--- src/rtl/spi_status_pkg.sv ---
package spi_status_pkg;

  typedef struct packed {
    logic par;
    logic frame_err;
    logic hs_short;
    logic ls_overv;
    logic trim_bad;
    logic pwr_bad;
    logic test_on;
    logic cur_high;
  } status_t;

  typedef enum logic [2:0] {
    OP_NONE,
    OP_CLEAR,
    OP_TEST_ON,
    OP_TEST_OFF,
    OP_CUR_HIGH,
    OP_CUR_LOW
  } op_e;

  // bit that completes an odd count of ones over the other seven
  function automatic logic odd_fill(input logic [6:0] bits);
    return ~(^bits);
  endfunction

endpackage

--- src/rtl/spi_pin_sync.sv ---
module spi_pin_sync #(
  parameter int          W        = 3,
  parameter int          STAGES   = 2,
  parameter logic [W-1:0] RST_VAL = '0
) (
  input  logic         clk,
  input  logic         rst,
  input  logic [W-1:0] din,
  output logic [W-1:0] lvl
);

  logic [W-1:0] chain [STAGES];

  genvar g;
  generate
    for (g = 0; g < STAGES; g++) begin : g_stage
      if (g == 0) begin : g_first
        always_ff @(posedge clk) begin
          if (rst) chain[g] <= RST_VAL;
          else     chain[g] <= din;
        end
      end else begin : g_next
        always_ff @(posedge clk) begin
          if (rst) chain[g] <= RST_VAL;
          else     chain[g] <= chain[g-1];
        end
      end
    end
  endgenerate

  assign lvl = chain[STAGES-1];

endmodule

--- src/rtl/spi_frame_engine.sv ---
module spi_frame_engine #(
  parameter int CNT_W = 5
) (
  input  logic       clk,
  input  logic       rst,
  input  logic       cs_lvl,
  input  logic       sck_lvl,
  input  logic       mosi_lvl,
  input  logic [7:0] status_in,
  output logic       miso,
  output logic       miso_oe,
  output logic       frame_done,
  output logic       len_ok,
  output logic [7:0] cmd
);

  localparam logic [CNT_W-1:0] CNT_MAX  = '1;
  localparam logic [CNT_W-1:0] LEN_BYTE = CNT_W'(8);
  localparam logic [CNT_W-1:0] LEN_WORD = CNT_W'(16);

  logic             cs_prev_q, sck_prev_q;
  logic             cs_fall, cs_rise, sck_rise, sck_fall;
  logic [CNT_W-1:0] cnt_q;
  logic [7:0]       rx_q, snap_q;
  logic [2:0]       ptr_q;
  logic             miso_q, oe_q, done_q, len_ok_q;
  logic [7:0]       cmd_q;

  assign cs_fall  =  cs_prev_q & ~cs_lvl;
  assign cs_rise  = ~cs_prev_q &  cs_lvl;
  assign sck_rise = ~sck_prev_q &  sck_lvl;
  assign sck_fall =  sck_prev_q & ~sck_lvl;

  always_ff @(posedge clk) begin
    if (rst) begin
      cs_prev_q  <= 1'b1;
      sck_prev_q <= 1'b0;
      cnt_q      <= '0;
      rx_q       <= '0;
      snap_q     <= 8'h8C;
      ptr_q      <= '0;
      miso_q     <= 1'b0;
      oe_q       <= 1'b0;
      done_q     <= 1'b0;
      len_ok_q   <= 1'b0;
      cmd_q      <= '0;
    end else begin
      cs_prev_q  <= cs_lvl;
      sck_prev_q <= sck_lvl;
      done_q     <= 1'b0;
      if (cs_fall) begin
        cnt_q  <= '0;
        rx_q   <= '0;
        snap_q <= status_in;
        ptr_q  <= '0;
        miso_q <= status_in[7];
        oe_q   <= 1'b1;
      end else if (cs_rise) begin
        oe_q     <= 1'b0;
        miso_q   <= 1'b0;
        done_q   <= 1'b1;
        len_ok_q <= (cnt_q == LEN_BYTE) || (cnt_q == LEN_WORD);
        cmd_q    <= rx_q;
      end else if (!cs_lvl) begin
        if (sck_rise) begin
          if (cnt_q != CNT_MAX) cnt_q <= cnt_q + 1'b1;
          if (cnt_q < LEN_BYTE) rx_q <= {rx_q[6:0], mosi_lvl};
        end
        if (sck_fall) begin
          ptr_q  <= ptr_q + 1'b1;
          miso_q <= snap_q[3'd6 - ptr_q];
        end
      end
    end
  end

  assign miso       = miso_q;
  assign miso_oe    = oe_q;
  assign frame_done = done_q;
  assign len_ok     = len_ok_q;
  assign cmd        = cmd_q;

  // the byte being shifted out always carries odd parity
  assert_frame_parity_R3: assert property (@(posedge clk) disable iff (rst)
    oe_q |-> (^snap_q));

  // output enable stays off once chip-select has been high for a cycle
  assert_oe_idle_R10: assert property (@(posedge clk) disable iff (rst)
    (cs_lvl && cs_prev_q) |-> !oe_q);

  // bit counter never wraps during a long frame
  assert_cnt_sat_R4: assert property (@(posedge clk) disable iff (rst)
    (cnt_q == CNT_MAX && !cs_fall) |=> (cnt_q == CNT_MAX));

endmodule

--- src/rtl/spi_cmd_decode.sv ---
module spi_cmd_decode
  import spi_status_pkg::*;
#(
  parameter logic [7:0] OPC_CLEAR    = 8'hC0,
  parameter logic [7:0] OPC_TEST_UP  = 8'hE3,
  parameter logic [7:0] OPC_TEST_LOW = 8'hEC,
  parameter logic [7:0] OPC_TEST_OFF = 8'hE0,
  parameter logic [7:0] OPC_CUR_HIGH = 8'hA9,
  parameter logic [7:0] OPC_CUR_LOW  = 8'hA6
) (
  input  logic       valid,
  input  logic [7:0] cmd,
  output op_e        op
);

  always_comb begin
    op = OP_NONE;
    if (valid) begin
      case (cmd)
        OPC_CLEAR:    op = OP_CLEAR;
        OPC_TEST_UP:  op = OP_TEST_ON;
        OPC_TEST_LOW: op = OP_TEST_ON;
        OPC_TEST_OFF: op = OP_TEST_OFF;
        OPC_CUR_HIGH: op = OP_CUR_HIGH;
        OPC_CUR_LOW:  op = OP_CUR_LOW;
        default:      op = OP_NONE;
      endcase
    end
  end

endmodule

--- src/rtl/spi_status_regs.sv ---
module spi_status_regs
  import spi_status_pkg::*;
#(
  parameter int CHANNELS = 8
) (
  input  logic                clk,
  input  logic                rst,
  input  op_e                 op,
  input  logic                frame_done,
  input  logic                len_ok,
  input  logic [CHANNELS-1:0] ov_evt,
  input  logic [CHANNELS-1:0] sc_evt,
  input  logic                pwr_fail,
  input  logic                pwr_done,
  input  logic                trim_ok,
  output logic [7:0]          status
);

  logic    fe_q, ov_q, sc_q, pwr_q, tm_q, cm_q;
  logic    clr, ov_any, sc_any;
  status_t nxt;
  logic [7:0] status_q;

  assign clr    = (op == OP_CLEAR);
  assign ov_any = |ov_evt;
  assign sc_any = |sc_evt;

  always_ff @(posedge clk) begin
    if (rst) begin
      fe_q  <= 1'b0;
      ov_q  <= 1'b0;
      sc_q  <= 1'b0;
      pwr_q <= 1'b1;
      tm_q  <= 1'b0;
      cm_q  <= 1'b0;
    end else begin
      if (ov_any)   ov_q <= 1'b1;
      else if (clr) ov_q <= 1'b0;

      if (sc_any)   sc_q <= 1'b1;
      else if (clr) sc_q <= 1'b0;

      if (pwr_fail)             pwr_q <= 1'b1;
      else if (clr && pwr_done) pwr_q <= 1'b0;

      if (frame_done && !len_ok) fe_q <= 1'b1;
      else if (clr)              fe_q <= 1'b0;

      if (op == OP_TEST_ON)       tm_q <= 1'b1;
      else if (op == OP_TEST_OFF) tm_q <= 1'b0;

      if (op == OP_CUR_HIGH)     cm_q <= 1'b1;
      else if (op == OP_CUR_LOW) cm_q <= 1'b0;
    end
  end

  always_comb begin
    nxt.frame_err = fe_q;
    nxt.hs_short  = sc_q;
    nxt.ls_overv  = ov_q;
    nxt.trim_bad  = ~trim_ok;
    nxt.pwr_bad   = pwr_q;
    nxt.test_on   = tm_q;
    nxt.cur_high  = cm_q;
    nxt.par       = odd_fill({fe_q, sc_q, ov_q, ~trim_ok, pwr_q, tm_q, cm_q});
  end

  always_ff @(posedge clk) begin
    if (rst) status_q <= 8'h8C;
    else     status_q <= nxt;
  end

  assign status = status_q;

  // a frame of illegal length leaves the error flag set
  assert_fe_set_R4: assert property (@(posedge clk) disable iff (rst)
    (frame_done && !len_ok) |=> fe_q);

  // sticky faults survive until a clear command
  assert_ov_hold_R5: assert property (@(posedge clk) disable iff (rst)
    (ov_q && op != OP_CLEAR) |=> ov_q);
  assert_sc_hold_R5: assert property (@(posedge clk) disable iff (rst)
    (sc_q && op != OP_CLEAR) |=> sc_q);

  // power-up failure only drops on a clear while power-up is done
  assert_pwr_hold_R6: assert property (@(posedge clk) disable iff (rst)
    (pwr_q && !(op == OP_CLEAR && pwr_done)) |=> pwr_q);

  // test command sets the test-mode flag
  assert_tm_set_R8: assert property (@(posedge clk) disable iff (rst)
    (op == OP_TEST_ON) |=> tm_q);

  // current-mode commands take effect
  assert_cm_set_R9: assert property (@(posedge clk) disable iff (rst)
    (op == OP_CUR_HIGH) |=> cm_q);

endmodule

--- src/rtl/spi_status_responder.sv ---
module spi_status_responder
  import spi_status_pkg::*;
#(
  parameter int         CHANNELS     = 8,
  parameter int         SYNC_STAGES  = 2,
  parameter int         CNT_W        = 5,
  parameter logic [7:0] OPC_CLEAR    = 8'hC0,
  parameter logic [7:0] OPC_TEST_UP  = 8'hE3,
  parameter logic [7:0] OPC_TEST_LOW = 8'hEC,
  parameter logic [7:0] OPC_TEST_OFF = 8'hE0,
  parameter logic [7:0] OPC_CUR_HIGH = 8'hA9,
  parameter logic [7:0] OPC_CUR_LOW  = 8'hA6
) (
  input  logic                clk,
  input  logic                rst,
  input  logic                spi_sclk,
  input  logic                spi_cs_n,
  input  logic                spi_mosi,
  output logic                spi_miso,
  output logic                spi_miso_oe,
  input  logic [CHANNELS-1:0] ov_low_evt,
  input  logic [CHANNELS-1:0] sc_high_evt,
  input  logic                pwrup_fail,
  input  logic                pwrup_done,
  input  logic                trim_ok
);

  localparam int PIN_W = 3;

  logic [PIN_W-1:0] pins_lvl;
  logic [7:0]       status;
  logic             frame_done, len_ok;
  logic [7:0]       cmd;
  op_e              op;

  spi_pin_sync #(
    .W      (PIN_W),
    .STAGES (SYNC_STAGES),
    .RST_VAL(3'b001)
  ) u_sync (
    .clk(clk),
    .rst(rst),
    .din({spi_mosi, spi_sclk, spi_cs_n}),
    .lvl(pins_lvl)
  );

  spi_frame_engine #(
    .CNT_W(CNT_W)
  ) u_frame (
    .clk       (clk),
    .rst       (rst),
    .cs_lvl    (pins_lvl[0]),
    .sck_lvl   (pins_lvl[1]),
    .mosi_lvl  (pins_lvl[2]),
    .status_in (status),
    .miso      (spi_miso),
    .miso_oe   (spi_miso_oe),
    .frame_done(frame_done),
    .len_ok    (len_ok),
    .cmd       (cmd)
  );

  spi_cmd_decode #(
    .OPC_CLEAR   (OPC_CLEAR),
    .OPC_TEST_UP (OPC_TEST_UP),
    .OPC_TEST_LOW(OPC_TEST_LOW),
    .OPC_TEST_OFF(OPC_TEST_OFF),
    .OPC_CUR_HIGH(OPC_CUR_HIGH),
    .OPC_CUR_LOW (OPC_CUR_LOW)
  ) u_dec (
    .valid(frame_done & len_ok),
    .cmd  (cmd),
    .op   (op)
  );

  spi_status_regs #(
    .CHANNELS(CHANNELS)
  ) u_regs (
    .clk       (clk),
    .rst       (rst),
    .op        (op),
    .frame_done(frame_done),
    .len_ok    (len_ok),
    .ov_evt    (ov_low_evt),
    .sc_evt    (sc_high_evt),
    .pwr_fail  (pwrup_fail),
    .pwr_done  (pwrup_done),
    .trim_ok   (trim_ok),
    .status    (status)
  );

endmodule

--- config.mk ---
export PLATFORM = sky130hd
export DESIGN_NAME = spi_status_responder
export DESIGN_NICKNAME = d
export VERILOG_FILES = /design/src/rtl/spi_status_pkg.sv /design/src/rtl/spi_pin_sync.sv /design/src/rtl/spi_frame_engine.sv /design/src/rtl/spi_cmd_decode.sv /design/src/rtl/spi_status_regs.sv /design/src/rtl/spi_status_responder.sv
export SDC_FILE = /design/constraint.sdc
export NUM_CORES = 1
export LEC_CHECK = 0
export CORE_MARGIN = 4
export CORE_UTILIZATION = 62
export CTS_BUF_LIST = sky130_fd_sc_hd__clkbuf_2
export CTS_CLUSTER_SIZE = 40
export DETAILED_ROUTE_END_ITERATION = 7
export GPL_TIMING_DRIVEN = 0
export PLACE_DENSITY = 0.87
export REMOVE_ABC_BUFFERS = 1
export SYNTH_ARGS = -nofsm -noshare
export SYNTH_HDL_FRONTEND = slang
export SYNTH_HIERARCHICAL = 1
export SYNTH_SLANG_ARGS = --single-unit
--- constraint.sdc ---
create_clock -name clk -period 3.2 [get_ports clk]
set_clock_uncertainty 0.05 [all_clocks]
set_input_delay 0.32 -clock clk [delete_from_list [all_inputs] [get_ports clk]]
set_output_delay 0.32 -clock clk [all_outputs]
set_load 0.05 [all_outputs]
==> impl_summary.txt <==
----------------------------------------------------
[Drt]
  Remaining design rule violation count ... 0
  Number of DRC violations after detailed-routing iteration 0 ... 62
  Number of optimization iterations in the first detailed-route pass ... 4
  Via count ... 1,605
  Vias per inst ... 5.194
  Wire length per cell after detailed routing ... 12.99 um
  Final Routed Wirelength ... 4014 um
  ANT nets after route ... 0

[Setup path]
  Critical Path RT ... 3.50 ns
  CP Capture Type ... flip-flop
  Startpoint kind of the worst setup timing path ... flip-flop
  Delay of the slowest cell on the worst path ... 0.68 ns
  Data arrival time of the critical path ... 2.82 ns
  Worst path slowest cell ... sky130_fd_sc_hd__or4b_4
  Critical setup path kind ... flip-flop to flip-flop
  Cells along the critical path ... inv_1, ha_1, or4b_4, or3_1, mux2i_1, nor2_1
  Maximum fanout count along the critical path ... 13

[Floorplanning]
  Die H ... 69.53 um
  Die Footprint ... 4834 um^2
  Horizontal die dimension ... 69.53 um
  Total I/O pin count ... 26
  Starting density of the core ... 64.11%
  Number of rows created at floorplan ... 22
  Total core area ... 3661 um^2

[STA]
  Worst-case hold slack ... 0.3371 ns
  Tightest slew margin relative to the limit ... 46.25%
  Actual transition at the worst max-transition pin ... 0.7950 ns
  Maximum frequency from static timing analysis ... 395.4 MHz
  Period utilization ... 79.04%
  Minimum setup slack in the final design ... 0.6707 ns
  Number of hold violations in the final report ... 0
  Setup Viol. Count Final ... 0
  Final TNS setup ... 0 ns
  RSZ-0062 raised after global routing ... no
  Time the worst path needs with I/O delays and setup ... 2.529 ns
  Number of slew-limit violations in the final report ... 0

[Final layout]
  Sequential cell area ... 1161 um^2
  Signed area change from the synthesized netlist to the final layout ... 15.67%
  Area taken by multi-input logic gates ... 1126 um^2
  Layout cells sized above 1 ... 8.429%
  # diodes ... 0
  Post-layout nets ... 288
  # fillers ... 273
  Final instance area ... 2715 um^2

[Run status]
  Run status ... completed

[Global routing]
  Global route hottest layer ... met2
  Residual overflow from global routing ... 0
  Global routing met2 resource utilization ... 29.03%
  Met1 Track Usage GR ... 21.34%
  Initial antenna violation count ... 0
  Largest net degree at the start of global routing ... 43
  Via count of the first global-routing pass ... 1,539
  Global-route wire length before repair ... 6810 um
  Met3 global-route usage ... 4.783%
  Total track usage ... 18.03%

[Clock tree]
  Clock-pin slew on the worst setup and hold paths ... 0.14 ns
  Post-CTS Hold Buffers ... 0
  Htree depth ... 3
  CTS tree ... built
  Post-CTS setup buffer count ... 0
  Count of clock tree sinks ... 58
  Number of clock buffers inserted by TritonCTS ... 9
  Cell at the root of the clock tree ... sky130_fd_sc_hd__clkbuf_2
  Clock latency on the worst-skew pair ... 0.46 ns
  Post-CTS Resized ... 0
  Maximum root-to-sink buffer count ... 2

[Power]
  Leakage ... 1.104 nW
  PwrDens ... 453.3 nW/um^2
  Post-route total power ... 1.231 mW
  Peak supply drop ... 0.0003514 V

[Yosys]
  Post-synthesis sequential area ratio ... 49.47%
  Area of the mapped netlist ... 2347 um^2
  Synthesis warning total ... 6
  Number of distinct standard cells referenced by the synthesized netlist ... 41
  Cell count after synthesis ... 229
  Avg Inst Size Synth ... 10.25 um^2
  Synth Flop Type ... sky130_fd_sc_hd__dfxtp_1
  Number of synthesized flops with an enable pin ... 0
  Proportion of synthesized flip-flops having asynchronous set or reset ... 0%
  FF+latch count, synth ... 58

[Hold path]
  Path class of the lowest-slack min-delay path ... input port to flip-flop

[Place]
  Quantity of I/O buffers inserted on ports ... 25
  Last weighted congestion value of the routability-driven placer ... 0.8189
  Placed inst area ... 2624 um^2
  HPWL after DPL ... 2830 um
  Pre-CTS setup slack ... 0.6218 ns

[Job]
  Number of max-cap violations ... 0

----------------------------------------------------
==> flip-flops by register name (all words and copies together), names as in the netlist, 3 cells and up <==
| name | flops |
|---|---|
| u_frame/rx_q | 8 |
| u_frame/cnt_q | 5 |
| u_frame/ptr_q | 3 |
| u_sync/chain | 6 |
| u_regs/status | 8 |
| u_frame/cmd | 8 |
| u_frame/snap_q | 8 |
==> final timing paths <==
kind	from	to	slack, ns	cells past startpoint
max	u_frame/cs_prev_q$_SDFF_PP1_	u_frame/rx_q[4]$_SDFFE_PP0P_	0.67	6
min	rst	u_frame/cmd[3]$_SDFFE_PP0P_	0.34	2
max reg2reg	u_frame/cs_prev_q$_SDFF_PP1_	u_frame/rx_q[4]$_SDFFE_PP0P_	0.67	6
min reg2reg	u_sync/chain[0][0]$_SDFF_PP1_	u_sync/chain[1][0]$_SDFF_PP1_	0.37	1
==> area by class of cell <==
class	count	share of cell area [%]
multi-input cells	156	41.47
inverters	7	0.9677
repair buffers	25	9.032
clock buffers	10	1.843
well taps	48	2.212
flip-flops and latches	58	42.76
clock inverters	5	1.705
==> stage by stage <==
step	util [%]	instances
finish	74.16	309
global route	74.16	309
CTS	74.30	309
detailed placement	71.67	294
global placement	71.67	294
floorplan	-	221
==> worst max-delay path, delay by kind of cell, from the launching register on <==
kind / cells / cell delay (ns)
and+or+nand+nor: 3 / 1.28
adders and majority gates: 1 / 0.42
DFF: 1 / 0.39
muxes: 1 / 0.23
buffers and inverters: 1 / 0.05
==> logic make-up (layout without fill, tap and decap cells) <==
kind of cell,Yosys count,after routing,share of synthesized area (%)
flip-flops,58,58,49.47
AO/OA/AOI/OAI,20,20,5.170
adder cells (fa/ha/maj),7,7,3.731
buffers and inverters,15,47,2.559
AND/OR/NAND/NOR,91,91,21.27
multiplexers,26,26,12.15
XOR/XNOR,12,12,5.650
==> layer usage <==
| metal | wire [um] | part of all wire (%) |
|---|---|---|
| met5 | 0 | 0 |
| met2 | 2004 | 50 |
| met3 | 109 | 2.7 |
| met4 | 102 | 2.5 |
| met1 | 1798 | 45 |
==> Yosys cell counts, types with 2 or more instances <==
cell type | count | share of area [%]
sky130_fd_sc_hd__or2_1 | 2 | 0.53
sky130_fd_sc_hd__xnor3_1 | 2 | 1.9
sky130_fd_sc_hd__nand2_1 | 9 | 1.4
sky130_fd_sc_hd__mux4_2 | 2 | 1.9
sky130_fd_sc_hd__xnor2_1 | 7 | 2.6
sky130_fd_sc_hd__nor4_1 | 4 | 1.1
sky130_fd_sc_hd__mux2i_1 | 24 | 10
sky130_fd_sc_hd__buf_1 | 3 | 0.48
sky130_fd_sc_hd__or2_2 | 3 | 0.80
sky130_fd_sc_hd__inv_1 | 7 | 1.1
sky130_fd_sc_hd__a21oi_1 | 8 | 1.7
sky130_fd_sc_hd__nor2b_1 | 15 | 4.0
sky130_fd_sc_hd__a211o_1 | 2 | 0.75
sky130_fd_sc_hd__nor2_1 | 37 | 5.9
sky130_fd_sc_hd__a31oi_1 | 3 | 0.80
sky130_fd_sc_hd__ha_1 | 7 | 3.7
sky130_fd_sc_hd__nand2b_1 | 3 | 0.80
sky130_fd_sc_hd__o21ai_0 | 3 | 0.64
sky130_fd_sc_hd__xor2_1 | 3 | 1.1
sky130_fd_sc_hd__nor3_1 | 3 | 0.64
sky130_fd_sc_hd__clkbuf_1 | 4 | 0.64
sky130_fd_sc_hd__dfxtp_1 | 58 | 49
sky130_fd_sc_hd__a211oi_1 | 2 | 0.64
==> report_power, final <==
group	switching [mW]	total, mW	internal (mW)
Sequential	0.00685	0.742	0.735
Combinational	0.0315	0.0768	0.0453
Clock	0.241	0.412	0.171
==> cells in the final DEF (no fill, tap or decap), drive strengths merged, types with 4 or more instances in the layout <==
cell and n:
a21oi 8, clkbuf 10, clkdlybuf4s50 24, clkinv 4, dfxtp 58, ha 7, inv 7, mux2i 24
nand2 9, nor2 37, nor2b 15, nor4 4, o21ai 4, or2 5, xnor2 7
(Power assumes the default switching activity.)
